`config.mk`:
```
export PLATFORM = sky130hd
export DESIGN_NAME = core_cstate_resolver
export DESIGN_NICKNAME = d
export VERILOG_FILES = /design/src/rtl/cstate_pkg.sv /design/src/rtl/cstate_thread_track.sv /design/src/rtl/cstate_min_resolve.sv /design/src/rtl/core_cstate_resolver.sv
export SDC_FILE = /design/constraint.sdc
export NUM_CORES = 1
export LEC_CHECK = 0
export BUFFER_PORTS_ARGS = -buffer_cell sky130_fd_sc_hd__buf_4
export CAP_MARGIN = 30
export CORE_MARGIN = 2
export CORE_UTILIZATION = 46
export DETAILED_ROUTE_END_ITERATION = 8
export PLACE_DENSITY_LB_ADDON = 0.05
export RECOVER_POWER = 50
export REMOVE_ABC_BUFFERS = 1
export SLEW_MARGIN = 40
export SYNTH_ARGS = -nofsm -noshare
export SYNTH_HDL_FRONTEND = slang
export SYNTH_SLANG_ARGS = --single-unit
```
`constraint.sdc`:
```
create_clock -name clk -period 1.7 [get_ports clk]
set_input_delay 0.17 -clock clk [delete_from_list [all_inputs] [get_ports clk]]
set_output_delay 0.17 -clock clk [all_outputs]
set_load 0.005 [all_outputs]
```
`src/rtl/cstate_pkg.sv`:
```
package cstate_pkg;
   localparam int CS_W = 3;
   typedef enum logic [CS_W-1:0] {
      CS_C0  = 3'd0,
      CS_C1  = 3'd1,
      CS_C1E = 3'd2,
      CS_C3  = 3'd3,
      CS_C6  = 3'd4
   } cstate_e;
   localparam logic [CS_W-1:0] CS_DEEPEST = 3'd4;
endpackage

```
`src/rtl/cstate_thread_track.sv`:
```
module cstate_thread_track
   import cstate_pkg::*;
(
   input  logic            clk,
   input  logic            rst_n,
   input  logic            halt_req,
   input  logic            halt_deep,
   input  logic            mwait_req,
   input  logic [CS_W-1:0] mwait_code,
   input  logic            irq,
   input  logic            mon_hit,
   output cstate_e         state,
   output logic            via_mwait
);
   cstate_e state_d;
   logic    via_d;
   logic    wake;
   logic    code_ok;
   logic    any_wake_in;

   assign wake        = irq | (mon_hit & via_mwait);
   assign any_wake_in = irq | mon_hit;
   assign code_ok     = (mwait_code != 3'd0) && (mwait_code <= CS_DEEPEST);

   always_comb begin
      state_d = state;
      via_d   = via_mwait;
      if (state != CS_C0) begin
         if (wake) begin
            state_d = CS_C0;
            via_d   = 1'b0;
         end
      end else if (!any_wake_in) begin
         if (mwait_req && code_ok) begin
            state_d = cstate_e'(mwait_code);
            via_d   = 1'b1;
         end else if (halt_req) begin
            state_d = halt_deep ? CS_C1E : CS_C1;
            via_d   = 1'b0;
         end
      end
   end

   always_ff @(posedge clk) begin
      if (!rst_n) begin
         state     <= CS_C0;
         via_mwait <= 1'b0;
      end else begin
         state     <= state_d;
         via_mwait <= via_d;
      end
   end


   irq_wakes_chk: assert property (@(posedge clk) disable iff (!rst_n)
      (irq && state != CS_C0) |=> (state == CS_C0));


   halt_ignores_hit_chk: assert property (@(posedge clk) disable iff (!rst_n)
      (mon_hit && !irq && !via_mwait && state != CS_C0) |=> $stable(state));


   idle_holds_chk: assert property (@(posedge clk) disable iff (!rst_n)
      (state != CS_C0 && !irq && !mon_hit) |=> $stable(state));


   wake_beats_entry_chk: assert property (@(posedge clk) disable iff (!rst_n)
      (state == CS_C0 && (irq || mon_hit)) |=> (state == CS_C0));


   halt_depth_chk: assert property (@(posedge clk) disable iff (!rst_n)
      ($past(state) == CS_C0 && state != CS_C0 && !via_mwait)
         |-> (state == CS_C1 || state == CS_C1E));
endmodule

```
`src/rtl/cstate_min_resolve.sv`:
```
module cstate_min_resolve
   import cstate_pkg::*;
#(
   parameter int N_IN = 2
)(
   input  logic                 clk,
   input  logic                 rst_n,
   input  logic [N_IN*CS_W-1:0] in_states,
   output logic [CS_W-1:0]      core_q
);
   logic [CS_W-1:0] low;

   generate
      if (N_IN == 1) begin : g_single
         assign low = in_states[CS_W-1:0];
      end else begin : g_tree
         always_comb begin
            low = in_states[CS_W-1:0];
            for (int k = 1; k < N_IN; k++) begin
               if (in_states[k*CS_W +: CS_W] < low)
                  low = in_states[k*CS_W +: CS_W];
            end
         end
      end
   endgenerate

   always_ff @(posedge clk) begin
      if (!rst_n) core_q <= CS_C0;
      else        core_q <= low;
   end

   generate
      for (genvar i = 0; i < N_IN; i++) begin : g_chk

         core_not_deeper_chk: assert property (@(posedge clk) disable iff (!rst_n)
            ##1 (core_q <= $past(in_states[i*CS_W +: CS_W])));
      end
   endgenerate
endmodule

```
`src/rtl/core_cstate_resolver.sv`:
```
module core_cstate_resolver
   import cstate_pkg::*;
#(
   parameter int NUM_THREADS = 2
)(
   input  logic                        clk,
   input  logic                        rst_n,
   input  logic [NUM_THREADS-1:0]      halt_req,
   input  logic [NUM_THREADS-1:0]      halt_deep,
   input  logic [NUM_THREADS-1:0]      mwait_req,
   input  logic [NUM_THREADS*3-1:0]    mwait_code,
   input  logic [NUM_THREADS-1:0]      irq,
   input  logic [NUM_THREADS-1:0]      mon_hit,
   output logic [NUM_THREADS*3-1:0]    thread_state,
   output logic [2:0]                  core_state
);
   localparam int ST_W = NUM_THREADS * CS_W;

   generate
      if (NUM_THREADS < 1 || NUM_THREADS > 8) begin : g_bad_cfg
         $error("core_cstate_resolver: NUM_THREADS out of range");
      end
      if (CS_W != 3) begin : g_bad_w
         $error("core_cstate_resolver: state width must be 3");
      end
   endgenerate

   logic [ST_W-1:0]        st_flat;
   logic [NUM_THREADS-1:0] via_unused;

   generate
      for (genvar t = 0; t < NUM_THREADS; t++) begin : g_thr
         cstate_e st;
         cstate_thread_track u_trk (
            .clk        (clk),
            .rst_n      (rst_n),
            .halt_req   (halt_req[t]),
            .halt_deep  (halt_deep[t]),
            .mwait_req  (mwait_req[t]),
            .mwait_code (mwait_code[t*CS_W +: CS_W]),
            .irq        (irq[t]),
            .mon_hit    (mon_hit[t]),
            .state      (st),
            .via_mwait  (via_unused[t])
         );
         assign st_flat[t*CS_W +: CS_W] = st;
      end
   endgenerate

   cstate_min_resolve #(.N_IN(NUM_THREADS)) u_res (
      .clk       (clk),
      .rst_n     (rst_n),
      .in_states (st_flat),
      .core_q    (core_state)
   );

   assign thread_state = st_flat;


   reset_state_chk: assert property (@(posedge clk)
      !rst_n |=> (thread_state == '0 && core_state == 3'd0));
endmodule

```
==> metrics.txt <==
Avg WL per Cell=about 12 um; Yosys reg bits=11; First DRT Iteration DRCs=4; Layout area overhead=32.27%; Post-synth EDFFs=0; initial antenna violation count=0; via count=a little over 700; DP Wirelength=1250 um; Max Transition Viols Final=0; die height=43.17 um; min-delay src=mwait_code[3]; largest net degree at the start of global routing=14; Hold Crit Class=in2reg; largest cells by area after synthesis=dfxtp_1 (31%), a21oi_1 (7.1%), mux2i_1 (7.1%); Primary FF master, synth=dfxtp_1; die width=43.17 um; crit path capture type=register; Core Footprint=between 1000 and 1500 sq um; DRT Wirelength=around 1600 um; layout cells sized above 1=roughly 30%; most frequent cell after synthesis=nand2_1; CTS tree=done; WHS Path Cells=3; average vias per placed instance=roughly 5.4; status=finished clean; Critical Path Source Type=register; grt total ovfl=0; Synth top area share=a little under a third; critical-path cell list=or3_4 > nor3_4 > o211ai_2 > o31ai_2; PostCTS Resize Cnt=0; critical path required time=between 1.5 and 2 ns; Max FO, Critical Path=6; relative slew slack=about 70%; GPL Wtd Cong=about 0.85; minimum clock period=1.424 ns; Crit Path Category=reg2reg; Max Freq=702.3 MHz; RSZ-0062 raised after global routing=false; deepest clock path buffer count=2; Post-synth ARST share=0%; Total Routing Usage GR=20.12%; Antenna Nets Post-Route=0; syn_area_per_cell=about 8 sq um; warnings from Yosys=0; worst reg2reg path depth=4; Yosys top cell by area=dfxtp_1; cell area power density=~700 nW/um^2; Layout Nets=137; sequential share of the synthesized area=~31%; Pre-antenna DRT Iters=4; total CTS buffers=3; initial core utilization=roughly 48%; TNS Setup=0 ns; critical path's largest stage delay=between 0.4 and 0.5 ns; Critical R2R Launch=g_thr[1].u_trk.state[1]$_SDFFE_PN0P_; DIE AREA=1863 sq um; Maximum Capacitance Violations=0; hold_buf cts=0; Worst setup startpoint=g_thr[1].u_trk.state[1]$_SDFFE_PN0P_; crit path DAT=between 1.5 and 2 ns; vias in the first global route=between 600 and 700; I/O pin count=27; worst reg2reg path endpoint=g_thr[1].u_trk.state[1]$_SDFFE_PN0P_; Hold Fails Final Rpt=0; number of H-tree levels=1; top post-synthesis cells by count=nand2_1 (12), dfxtp_1 (11), a21oi_1 (10); clk_lat worst skew=~0.27 ns; number of diodes=0; Setup Viol. Count Final=0; Site Rows=14; Syn Inst Count=87; Yosys cell types=31; mapped cell area=approximately 710 sq um; crit share post-route=between 80 and 90%; worst-margin pin slew=around 0.45 ns; clock skew=about 0.0012 ns; LEAKAGE=roughly 0.40 nW; CTS root buf=clkbuf_4; crit path max-delay cell type=or3_4; setup slack, reg-to-reg=~0.28 ns; post-CTS setup buffer count=0; Max IR drop VDD=442.1 uV; first-pass GRT wire length=2773 um; hold-critical path endpoint=g_thr[1].u_trk.state[0]$_SDFFE_PN0P_; clock sink total=11; CTS clk-pin slew, worst paths=0.07 ns; total power=~0.00065 W; PortBufs=26; drt drc=0; Fillers=~150
==> flip-flops by register name, indices dropped and copies added (netlist names) <==
name,flops
u_res.core_q,3
g_thr.u_trk.via_mwait,2
g_thr.u_trk.state,6
==> metal layers <==
layer | vias up | GRT usage (%) | part of all wire, %
met5 | - | 0 | 0
met4 | 0 | 10.91 | 1.9
met3 | 4 | 5.957 | 5.5
met2 | 14 | 33.43 | 48
met1 | 323 | 22.68 | 44
li1 | 367 | - | -
==> through the flow <==
stage               worst slack, ns  area (sq um)  hold slack [ns]  utilization (%)  instances
floorplan                    0.3677         698.2           0.2875                -         86
CTS                          0.2692         939.7           0.2059            63.86        132
detailed placement           0.2902         913.4           0.4544            62.07        128
finish                       0.2762         933.4           0.1988            63.44        132
global placement             0.3496         913.4           0.4462            62.07        128
global route                 0.1802         933.4           0.2097            63.44        132
==> kinds of logic (layout without fill, tap and decap cells) <==
family,count (synthesis),in the layout,share of synthesized area (%)
AOI/OAI and AO/OA,27,27,24.82
and+or+nand+nor,33,33,25.89
muxes,5,5,7.092
xor gates and xnor gates,3,3,3.724
buffers and inverters,6,35,3.724
DFF,11,11,31.21
adders and majority gates,2,2,3.546
==> placed cells by master, fill, tap and decap left out <==
| cell type | instances |
|---|---|
| a22oi_1 | 1 |
| nand3_1 | 3 |
| nand2_1 | 12 |
| nor2b_1 | 2 |
| nor3_1 | 1 |
| xor2_1 | 3 |
| or3_4 | 1 |
| inv_1 | 5 |
| o211ai_2 | 1 |
| or3_1 | 1 |
| dfxtp_1 | 11 |
| o21a_1 | 1 |
| o21ai_1 | 2 |
| a31oi_1 | 2 |
| a21o_1 | 1 |
| o21ai_0 | 4 |
| clkbuf_4 | 12 |
| nor2_1 | 3 |
| clkbuf_1 | 1 |
| nor3_4 | 1 |
| o31ai_2 | 1 |
| buf_4 | 17 |
| and3_1 | 1 |
| a32oi_1 | 1 |
| a21oi_1 | 10 |
| nand2b_1 | 5 |
| nor3_2 | 1 |
| o22ai_1 | 2 |
| and2_1 | 2 |
| mux2i_1 | 5 |
| a21boi_0 | 1 |
| ha_1 | 2 |
==> worst max-delay path by stage <==
stage          depth (start not counted)  slack, ns                                   end
2_1_floorplan                          5       0.37            u_res.core_q[0]$_SDFF_PN0_
4_1_cts                                4       0.27  g_thr[1].u_trk.state[1]$_SDFFE_PN0P_
5_1_grt                                5       0.18            u_res.core_q[0]$_SDFF_PN0_
3_5_place_dp                           4       0.29  g_thr[1].u_trk.state[1]$_SDFFE_PN0P_
6_report                               4       0.28  g_thr[1].u_trk.state[1]$_SDFFE_PN0P_
3_3_place_gp                           5       0.35            u_res.core_q[1]$_SDFF_PN0_
==> worst max-delay path, delay by kind of cell (launching register included) <==
family           cells  cell delay, ns
AND/OR/NAND/NOR      2            0.62
AO/OA/AOI/OAI        2            0.36
flip-flops           1            0.36
==> power breakdown <==
group	leakage, nW	internal (W)	switching [W]
combinational	0.298	0.0000986	0.0000884
clock	0.0150	0.0000911	0.0000887
sequential	0.0892	0.000273	0.0000142
total	0.402	0.000463	0.000191
==> cell type report <==
type / instances / area, sq um / share of cell area [%]
multi-input combinational: 70 / 452.9 / 48.53
sequential: 11 / 220.2 / 23.59
timing repair buffer: 26 / 195.2 / 20.91
clock buffer: 4 / 26.28 / 2.815
tap: 16 / 20.02 / 2.145
inverter: 5 / 18.77 / 2.011
No activity file was read; power rests on OpenSTA's default activity.
